`src/rtl/pdd_pkg.sv`:
```
package pdd_pkg;

  // Bit positions of the synchronized control/data vector.
  localparam int unsigned SY_REF = 0;
  localparam int unsigned SY_MEAS = 1;
  localparam int unsigned SY_INV = 2;
  localparam int unsigned SY_W = 3;

  // Pair of one-clock event strobes feeding the output flop.
  typedef struct packed {
    logic set_low;   // reference event
    logic set_high;  // measured-signal event
  } pdd_strobe_t;

endpackage

```
`src/rtl/pdd_sync.sv`:
```
module pdd_sync #(
  parameter int unsigned WIDTH = 3,
  parameter int unsigned STAGES = 2
) (
  input  logic             clk,
  input  logic             rst_n,
  input  logic [WIDTH-1:0] d,
  output logic [WIDTH-1:0] q,
  output logic             ready
);

  localparam int unsigned FILL_W = STAGES + 1;

  logic [WIDTH-1:0] stage_q [STAGES];
  logic [WIDTH-1:0] stage_d [STAGES];
  logic [FILL_W-1:0] fill_q;
  logic [FILL_W-1:0] fill_d;

  // Shift chain next state
  always_comb begin
    stage_d[0] = d;
    for (int i = 1; i < STAGES; i++) begin
      stage_d[i] = stage_q[i-1];
    end
    fill_d = {fill_q[FILL_W-2:0], 1'b1};
  end

  always_ff @(posedge clk or negedge rst_n) begin
    if (!rst_n) begin
      for (int i = 0; i < STAGES; i++) begin
        stage_q[i] <= '0;
      end
      fill_q <= '0;
    end else begin
      for (int i = 0; i < STAGES; i++) begin
        stage_q[i] <= stage_d[i];
      end
      fill_q <= fill_d;
    end
  end

  assign q = stage_q[STAGES-1];
  // One cycle beyond the chain depth, so the edge history holds a real level.
  assign ready = fill_q[FILL_W-1];

endmodule

```
`src/rtl/pdd_edge.sv`:
```
module pdd_edge (
  input  logic clk,
  input  logic rst_n,
  input  logic level,
  input  logic enable,
  output logic strobe
);

  logic prev_q;
  logic prev_d;

  always_comb begin
    prev_d = level;
  end

  // History resets high: a level that is already high gives no event.
  always_ff @(posedge clk or negedge rst_n) begin
    if (!rst_n) begin
      prev_q <= 1'b1;
    end else begin
      prev_q <= prev_d;
    end
  end

  assign strobe = enable & level & ~prev_q;

endmodule

```
`src/rtl/pdd_phase_core.sv`:
```
module pdd_phase_core
  import pdd_pkg::*;
(
  input  logic        clk,
  input  logic        rst_n,
  input  pdd_strobe_t stb,
  output logic        phase_q
);

  logic phase_d;

  // The measured-signal event has priority over the reference event.
  always_comb begin
    phase_d = phase_q;
    if (stb.set_high) begin
      phase_d = 1'b1;
    end else if (stb.set_low) begin
      phase_d = 1'b0;
    end
  end

  always_ff @(posedge clk or negedge rst_n) begin
    if (!rst_n) begin
      phase_q <= 1'b1;
    end else begin
      phase_q <= phase_d;
    end
  end

endmodule

```
`src/rtl/pdd_duty_acc.sv`:
```
module pdd_duty_acc #(
  parameter int unsigned CNT_W = 16
) (
  input  logic             clk,
  input  logic             rst_n,
  input  logic             period_stb,
  input  logic             level,
  output logic [CNT_W-1:0] high_count,
  output logic [CNT_W-1:0] period_count,
  output logic             valid,
  output logic             timeout
);

  localparam logic [CNT_W-1:0] CNT_MAX = '1;
  localparam logic [CNT_W-1:0] CNT_ONE = {{(CNT_W-1){1'b0}}, 1'b1};

  logic [CNT_W-1:0] hi_q, hi_d;
  logic [CNT_W-1:0] per_q, per_d;
  logic [CNT_W-1:0] hrep_q, hrep_d;
  logic [CNT_W-1:0] prep_q, prep_d;
  logic             armed_q, armed_d;
  logic             vld_q, vld_d;
  logic             to_q, to_d;
  logic             per_full;
  logic             hi_full;
  logic             rep_en;

  always_comb begin
    per_full = (per_q == CNT_MAX);
    hi_full  = (hi_q == CNT_MAX);
    // A report needs an earlier strobe and a window that never saturated.
    rep_en   = period_stb & armed_q & ~to_q & ~per_full;

    hi_d    = hi_q;
    per_d   = per_q;
    hrep_d  = hrep_q;
    prep_d  = prep_q;
    armed_d = armed_q;
    to_d    = to_q;
    vld_d   = rep_en;

    if (period_stb) begin
      hi_d    = '0;
      per_d   = '0;
      armed_d = 1'b1;
      to_d    = 1'b0;
    end else begin
      if (per_full) begin
        to_d = 1'b1;
      end else begin
        per_d = per_q + CNT_ONE;
      end
      if (level && !hi_full) begin
        hi_d = hi_q + CNT_ONE;
      end
    end

    if (rep_en) begin
      hrep_d = level ? (hi_q + CNT_ONE) : hi_q;
      prep_d = per_q + CNT_ONE;
    end
  end

  always_ff @(posedge clk or negedge rst_n) begin
    if (!rst_n) begin
      hi_q    <= '0;
      per_q   <= '0;
      hrep_q  <= '0;
      prep_q  <= '0;
      armed_q <= 1'b0;
      vld_q   <= 1'b0;
      to_q    <= 1'b0;
    end else begin
      hi_q    <= hi_d;
      per_q   <= per_d;
      hrep_q  <= hrep_d;
      prep_q  <= prep_d;
      armed_q <= armed_d;
      vld_q   <= vld_d;
      to_q    <= to_d;
    end
  end

  assign high_count   = hrep_q;
  assign period_count = prep_q;
  assign valid        = vld_q;
  assign timeout      = to_q;

endmodule

```
`src/rtl/phase_duty_detector.sv`:
```
module phase_duty_detector
  import pdd_pkg::*;
#(
  parameter int unsigned CNT_W = 16,
  parameter int unsigned SYNC_STAGES = 2
) (
  input  logic             clk,
  input  logic             rst_n,
  input  logic             ref_in,
  input  logic             meas_in,
  input  logic             ref_invert,
  output logic             phase_out,
  output logic [CNT_W-1:0] high_count,
  output logic [CNT_W-1:0] period_count,
  output logic             meas_valid,
  output logic             timeout
);

  logic [SY_W-1:0] raw_vec;
  logic [SY_W-1:0] sy_vec;
  logic            sy_ready;
  logic            ref_eff;
  logic            ref_stb;
  logic            clr_stb;
  pdd_strobe_t     stb;

  assign raw_vec[SY_REF]  = ref_in;
  assign raw_vec[SY_MEAS] = meas_in;
  assign raw_vec[SY_INV]  = ref_invert;

  pdd_sync #(.WIDTH(SY_W), .STAGES(SYNC_STAGES)) u_sync (
    .clk   (clk),
    .rst_n (rst_n),
    .d     (raw_vec),
    .q     (sy_vec),
    .ready (sy_ready)
  );

  assign ref_eff = sy_vec[SY_REF] ^ sy_vec[SY_INV];

  pdd_edge u_ref_edge (
    .clk    (clk),
    .rst_n  (rst_n),
    .level  (ref_eff),
    .enable (sy_ready),
    .strobe (ref_stb)
  );

  pdd_edge u_meas_edge (
    .clk    (clk),
    .rst_n  (rst_n),
    .level  (sy_vec[SY_MEAS]),
    .enable (sy_ready),
    .strobe (clr_stb)
  );

  assign stb.set_low  = ref_stb;
  assign stb.set_high = clr_stb;

  pdd_phase_core u_core (
    .clk     (clk),
    .rst_n   (rst_n),
    .stb     (stb),
    .phase_q (phase_out)
  );

  pdd_duty_acc #(.CNT_W(CNT_W)) u_acc (
    .clk          (clk),
    .rst_n        (rst_n),
    .period_stb   (ref_stb),
    .level        (phase_out),
    .high_count   (high_count),
    .period_count (period_count),
    .valid        (meas_valid),
    .timeout      (timeout)
  );

endmodule

```
`config.mk`:
```
export PLATFORM = sky130hd
export DESIGN_NAME = phase_duty_detector
export DESIGN_NICKNAME = d
export VERILOG_FILES = /design/src/rtl/pdd_pkg.sv /design/src/rtl/pdd_sync.sv /design/src/rtl/pdd_edge.sv /design/src/rtl/pdd_phase_core.sv /design/src/rtl/pdd_duty_acc.sv /design/src/rtl/phase_duty_detector.sv
export SDC_FILE = /design/constraint.sdc
export NUM_CORES = 1
export LEC_CHECK = 0
export BUFFER_PORTS_ARGS = -buffer_cell sky130_fd_sc_hd__buf_2
export CORE_MARGIN = 2
export CORE_UTILIZATION = 35
export DETAILED_ROUTE_END_ITERATION = 7
export SETUP_SLACK_MARGIN = 0.4
export SLEW_MARGIN = 20
export SYNTH_ARGS = -nofsm -noshare
export SYNTH_HDL_FRONTEND = slang
export SYNTH_SLANG_ARGS = --single-unit
```
`constraint.sdc`:
```
create_clock -name clk -period 2.69 [get_ports clk]
set_clock_uncertainty 0.1 [all_clocks]
set_input_delay 0.269 -clock clk [delete_from_list [all_inputs] [get_ports clk]]
set_output_delay 0.269 -clock clk [all_outputs]
set_load 0.01 [all_outputs]
```
==> impl_results.md <==
- Dominant synthesized flop cell: dfrtp_1
- Nets@finish: 387
- Endpoint, Worst Hold: u_sync.fill_q[2]
- Register area share after synthesis: between 50% and 60%
- Hold Path Class: reg -> reg
- CTS tree: done
- Met3 Use GR: ~3.3%
- Post-route setup TNS: 0 ns
- Setup WS post-layout: a little under 0.5 ns
- Iteration count of the initial detailed-routing pass: 4
- Die ar.: 11550 µm²
- Gr ovfl total: 0
- Synthesis warning total: 0
- Int Pwr: about 2200 µW
- Clock root buffer: clkbuf_8
- Comb pwr share: 18.6%
- Actual slew at the worst max-slew pin: about 0.65 ns
- Netlist Area Pre-Place: 3747 µm²
- Global route hottest layer: met2
- Number of buffers added on ports: 39
- Yosys reg bits: 79
- Post-route ant nets: 0
- Initial antenna violation count: 0
- Maximum vdd drop: 0.3298 mV
- Grt met2 use: around a fifth
- Non-Filler Instances: 521
- Hold depth: 0
- MaxCap Viol Count: 0
- GP Congestion: 0.7982
- Worst Reg-to-Reg Cells: 6
- Row count: 37
- Startpoint Class: flip-flop
- Min cycle time layout: approximately 2.2 ns
- Net Sw Frac: 30.10%
- Routed len/inst: 14.63 µm
- Max-Slew Margin vs Limit: 56.59%
- Flop2flop setup slack: 0.48 ns
- Die Height: 107.5 µm
- Top cells by area, synth: dfrtp_1 (51%), xnor2_1 (4.4%), mux2i_1 (4.0%)
- # diodes: 0
- RSZ-0062 raised after global routing: yes
- Hold Vio Cnt, Final: 0
- Mapped Cells: around 340
- Vias in the first global route: 2576
- Yosys cell types: 50
- NetSw: 936.3 µW
- Area leader, netlist: dfrtp_1
- Setup-failing EPs final: 0
- Core area: 10370 µm²
- Required time worst endpoint: between 2 and 3 ns
- Largest net degree at the start of global routing: 80
- Reg-to-Reg End: u_acc.high_count[10]
- Die W: 107.5 µm
- Global-route wire length before repair: around 13 mm
- Ys async rst share: 100.0%
- Vias per cell: 5.102
- Starting Density: a little over a third
- Crit path kind: reg -> reg
- Sequential Power Share: 49.6%
- Pre-CTS setup slack: 0.4494 ns
- Starting DRT DRC Count: about 180
- Area delta synth->final: 16.06%
- CP Launch Point: u_acc.per_q[0]
- Pins Over Slew Limit: 0
- Placed Cells: 499
- Reg-to-Reg Start: u_acc.per_q[0]
- CTS buffer count: 9
- Status: complete, no violations
- Clock sink count: 79
- Routed WL: 7.623 mm
- Worst Path Arrival: 2.35 ns
- Maximum fanout along the worst path: 15
- Clk network pwr share: 31.8%
- Clock-pin slew on the worst setup and hold paths: approximately 0.08 ns
- Syn_nets: around 340
- Htree depth: 3
- Clock Path Buffers: 2
- Share of the synthesized area in the top cell type: roughly 51%
- Syn_area_per_cell: 11.15 µm²
- Detail Placement HPWL: 5.125 mm
- IO Pins: 40
- Number of enable flip-flop cells after synthesis: 0
- Vias: 2658
- Met1 Usage GRT: 20.30%
- Hold wc startpoint: u_sync.fill_q[1]
- Clk Latency, worst-skew pair: 0.36 ns
- Crit. End Element: flip-flop
- PD cells: just over 700 nW/µm²
- Ratio of cells with drive above 1 in the final layout: 22.34%
- Gr usage total: 14.36%
- Tcrit/Tclk final: 82.11%
- Drt drc: 0
- Maximum clock rate: 452.7 MHz
- Leak Pwr: 0.001911 µW
## power by group through the flow
| stage | clock network [µW] | registers (µW) | logic, µW |
|---|---|---|---|
| floorplan | 0 | 1560 | 349 |
| global placement | 0 | 1550 | 576 |
| detailed placement | 0 | 1560 | 587 |
| CTS | 1010 | 1540 | 593 |
| global route | 1070 | 1570 | 657 |
| finish | 989 | 1540 | 580 |
## placed cells by master (no fill, tap or decap), drive strengths merged, types with 2 or more instances in the layout
| cell | n |
|---|---|
| a2111o | 3 |
| a211oi | 6 |
| a21boi | 2 |
| a21oi | 28 |
| a31oi | 4 |
| and3 | 3 |
| and4 | 7 |
| buf | 48 |
| bufinv | 2 |
| clkbuf | 10 |
| clkinvlp | 2 |
| dfrtp | 76 |
| dfstp | 3 |
| dlygate4sd3 | 4 |
| ha | 2 |
| inv | 17 |
| mux2 | 15 |
| mux2i | 15 |
| nand2 | 24 |
| nand2b | 7 |
| nand3 | 13 |
| nand4 | 13 |
| nor2 | 10 |
| nor3 | 8 |
| nor3b | 2 |
| nor4 | 8 |
| o21a | 5 |
| o21ai | 8 |
| o31ai | 2 |
| or4 | 2 |
| xnor2 | 19 |
| xor2 | 10 |
## worst max-delay path, stage by stage, from the launching register on
cell and delay (ns):
dfrtp_1 0.45, ha_1 0.28, and3_4 0.21, and4_1 0.27, nor3_4 0.16, buf_4 0.27
mux2_1 0.34
## metrics by stage
stage | utilization (%) | hold WS [ns] | area, µm² | total power (µW)
2_1_floorplan | - | -0.1266 | 3747 | 1912
3_3_place_gp | 39.25 | 0.2268 | 4070 | 2129
3_5_place_dp | 39.25 | 0.2302 | 4070 | 2150
4_1_cts | 41.76 | 0.2542 | 4330 | 3148
5_1_grt | 41.94 | 0.2661 | 4349 | 3299
6_report | 41.94 | 0.2536 | 4349 | 3111
## flip-flops by register name, summed over array words and instances (netlist names), 3 cells and up
signal,cells
u_sync.q,3
u_sync.fill_q,3
u_sync.stage_d,3
u_acc.hi_q,16
u_acc.high_count,16
u_acc.period_count,16
u_acc.per_q,16
## synth_stat cells (2+ instances only)
| master | count |
|---|---|
| a211oi_1 | 5 |
| a21oi_1 | 28 |
| ha_1 | 2 |
| mux2i_1 | 15 |
| mux2_1 | 10 |
| buf_6 | 2 |
| nand3_1 | 11 |
| o31ai_1 | 2 |
| and3_1 | 2 |
| xor2_1 | 10 |
| and4_1 | 5 |
| buf_4 | 5 |
| nand4_1 | 12 |
| buf_2 | 7 |
| o21a_1 | 5 |
| inv_1 | 15 |
| dfstp_2 | 3 |
| dfrtp_1 | 76 |
| nor4_1 | 5 |
| nand3_2 | 2 |
| a2111o_1 | 3 |
| a21boi_0 | 2 |
| nor4_2 | 2 |
| o21ai_0 | 8 |
| or4_1 | 2 |
| nor3_1 | 7 |
| mux2_2 | 5 |
| clkbuf_1 | 4 |
| nand2_1 | 24 |
| and4_4 | 2 |
| a31oi_1 | 4 |
| xnor2_1 | 19 |
| nor2_1 | 9 |
| nand2b_1 | 7 |
## kinds of logic after synthesis
logic type,Yosys count,synth area share (%)
compound gates,59,9.749
xor+xnor,29,6.778
fa+ha+maj,2,0.6677
buf+inv,34,4.574
flops,79,52.85
mux,30,8.514
other cells,1,0.1001
simple gates,102,16.76
## worst max path at each step
stage                             endpoint  slack [ns]  cells past startpoint
floorplan           u_acc.period_count[13]        0.55                      7
global placement       u_acc.high_count[0]        0.53                      6
detailed placement  u_acc.period_count[15]        0.45                      6
CTS                    u_acc.high_count[0]        0.42                      6
global route          u_acc.high_count[10]        0.36                      6
finish                u_acc.high_count[10]        0.48                      6
## layer usage
| metal | up-vias | routed length (µm) |
|---|---|---|
| met5 | - | 0 |
| met4 | 0 | 193 |
| met3 | 18 | 358 |
| met2 | 55 | 3274 |
| met1 | 1302 | 3796 |
| li1 | 1283 | - |
## repair_timing
| action | CTS | global route |
|---|---|---|
| endpoints found under the hold margin | 79 | 0 |
| gates resized for setup | 0 | 1 |
| setup buffers | 0 | 2 |
| hold buffers | 4 | 0 |
| endpoints found under the setup margin | 0 | 19 |
## layout make-up
class                           count  area (µm²)
Fill cell                        1019        6021
Sequential cell                    79        1981
Multi-Input combinational cell    223        1600
Timing Repair Buffer               52       321.6
Tap cell                          136       170.2
Clock buffer                       10       127.6
Clock inverter                      6       92.59
Inverter                           15       56.30
(Power assumes the default switching activity.)
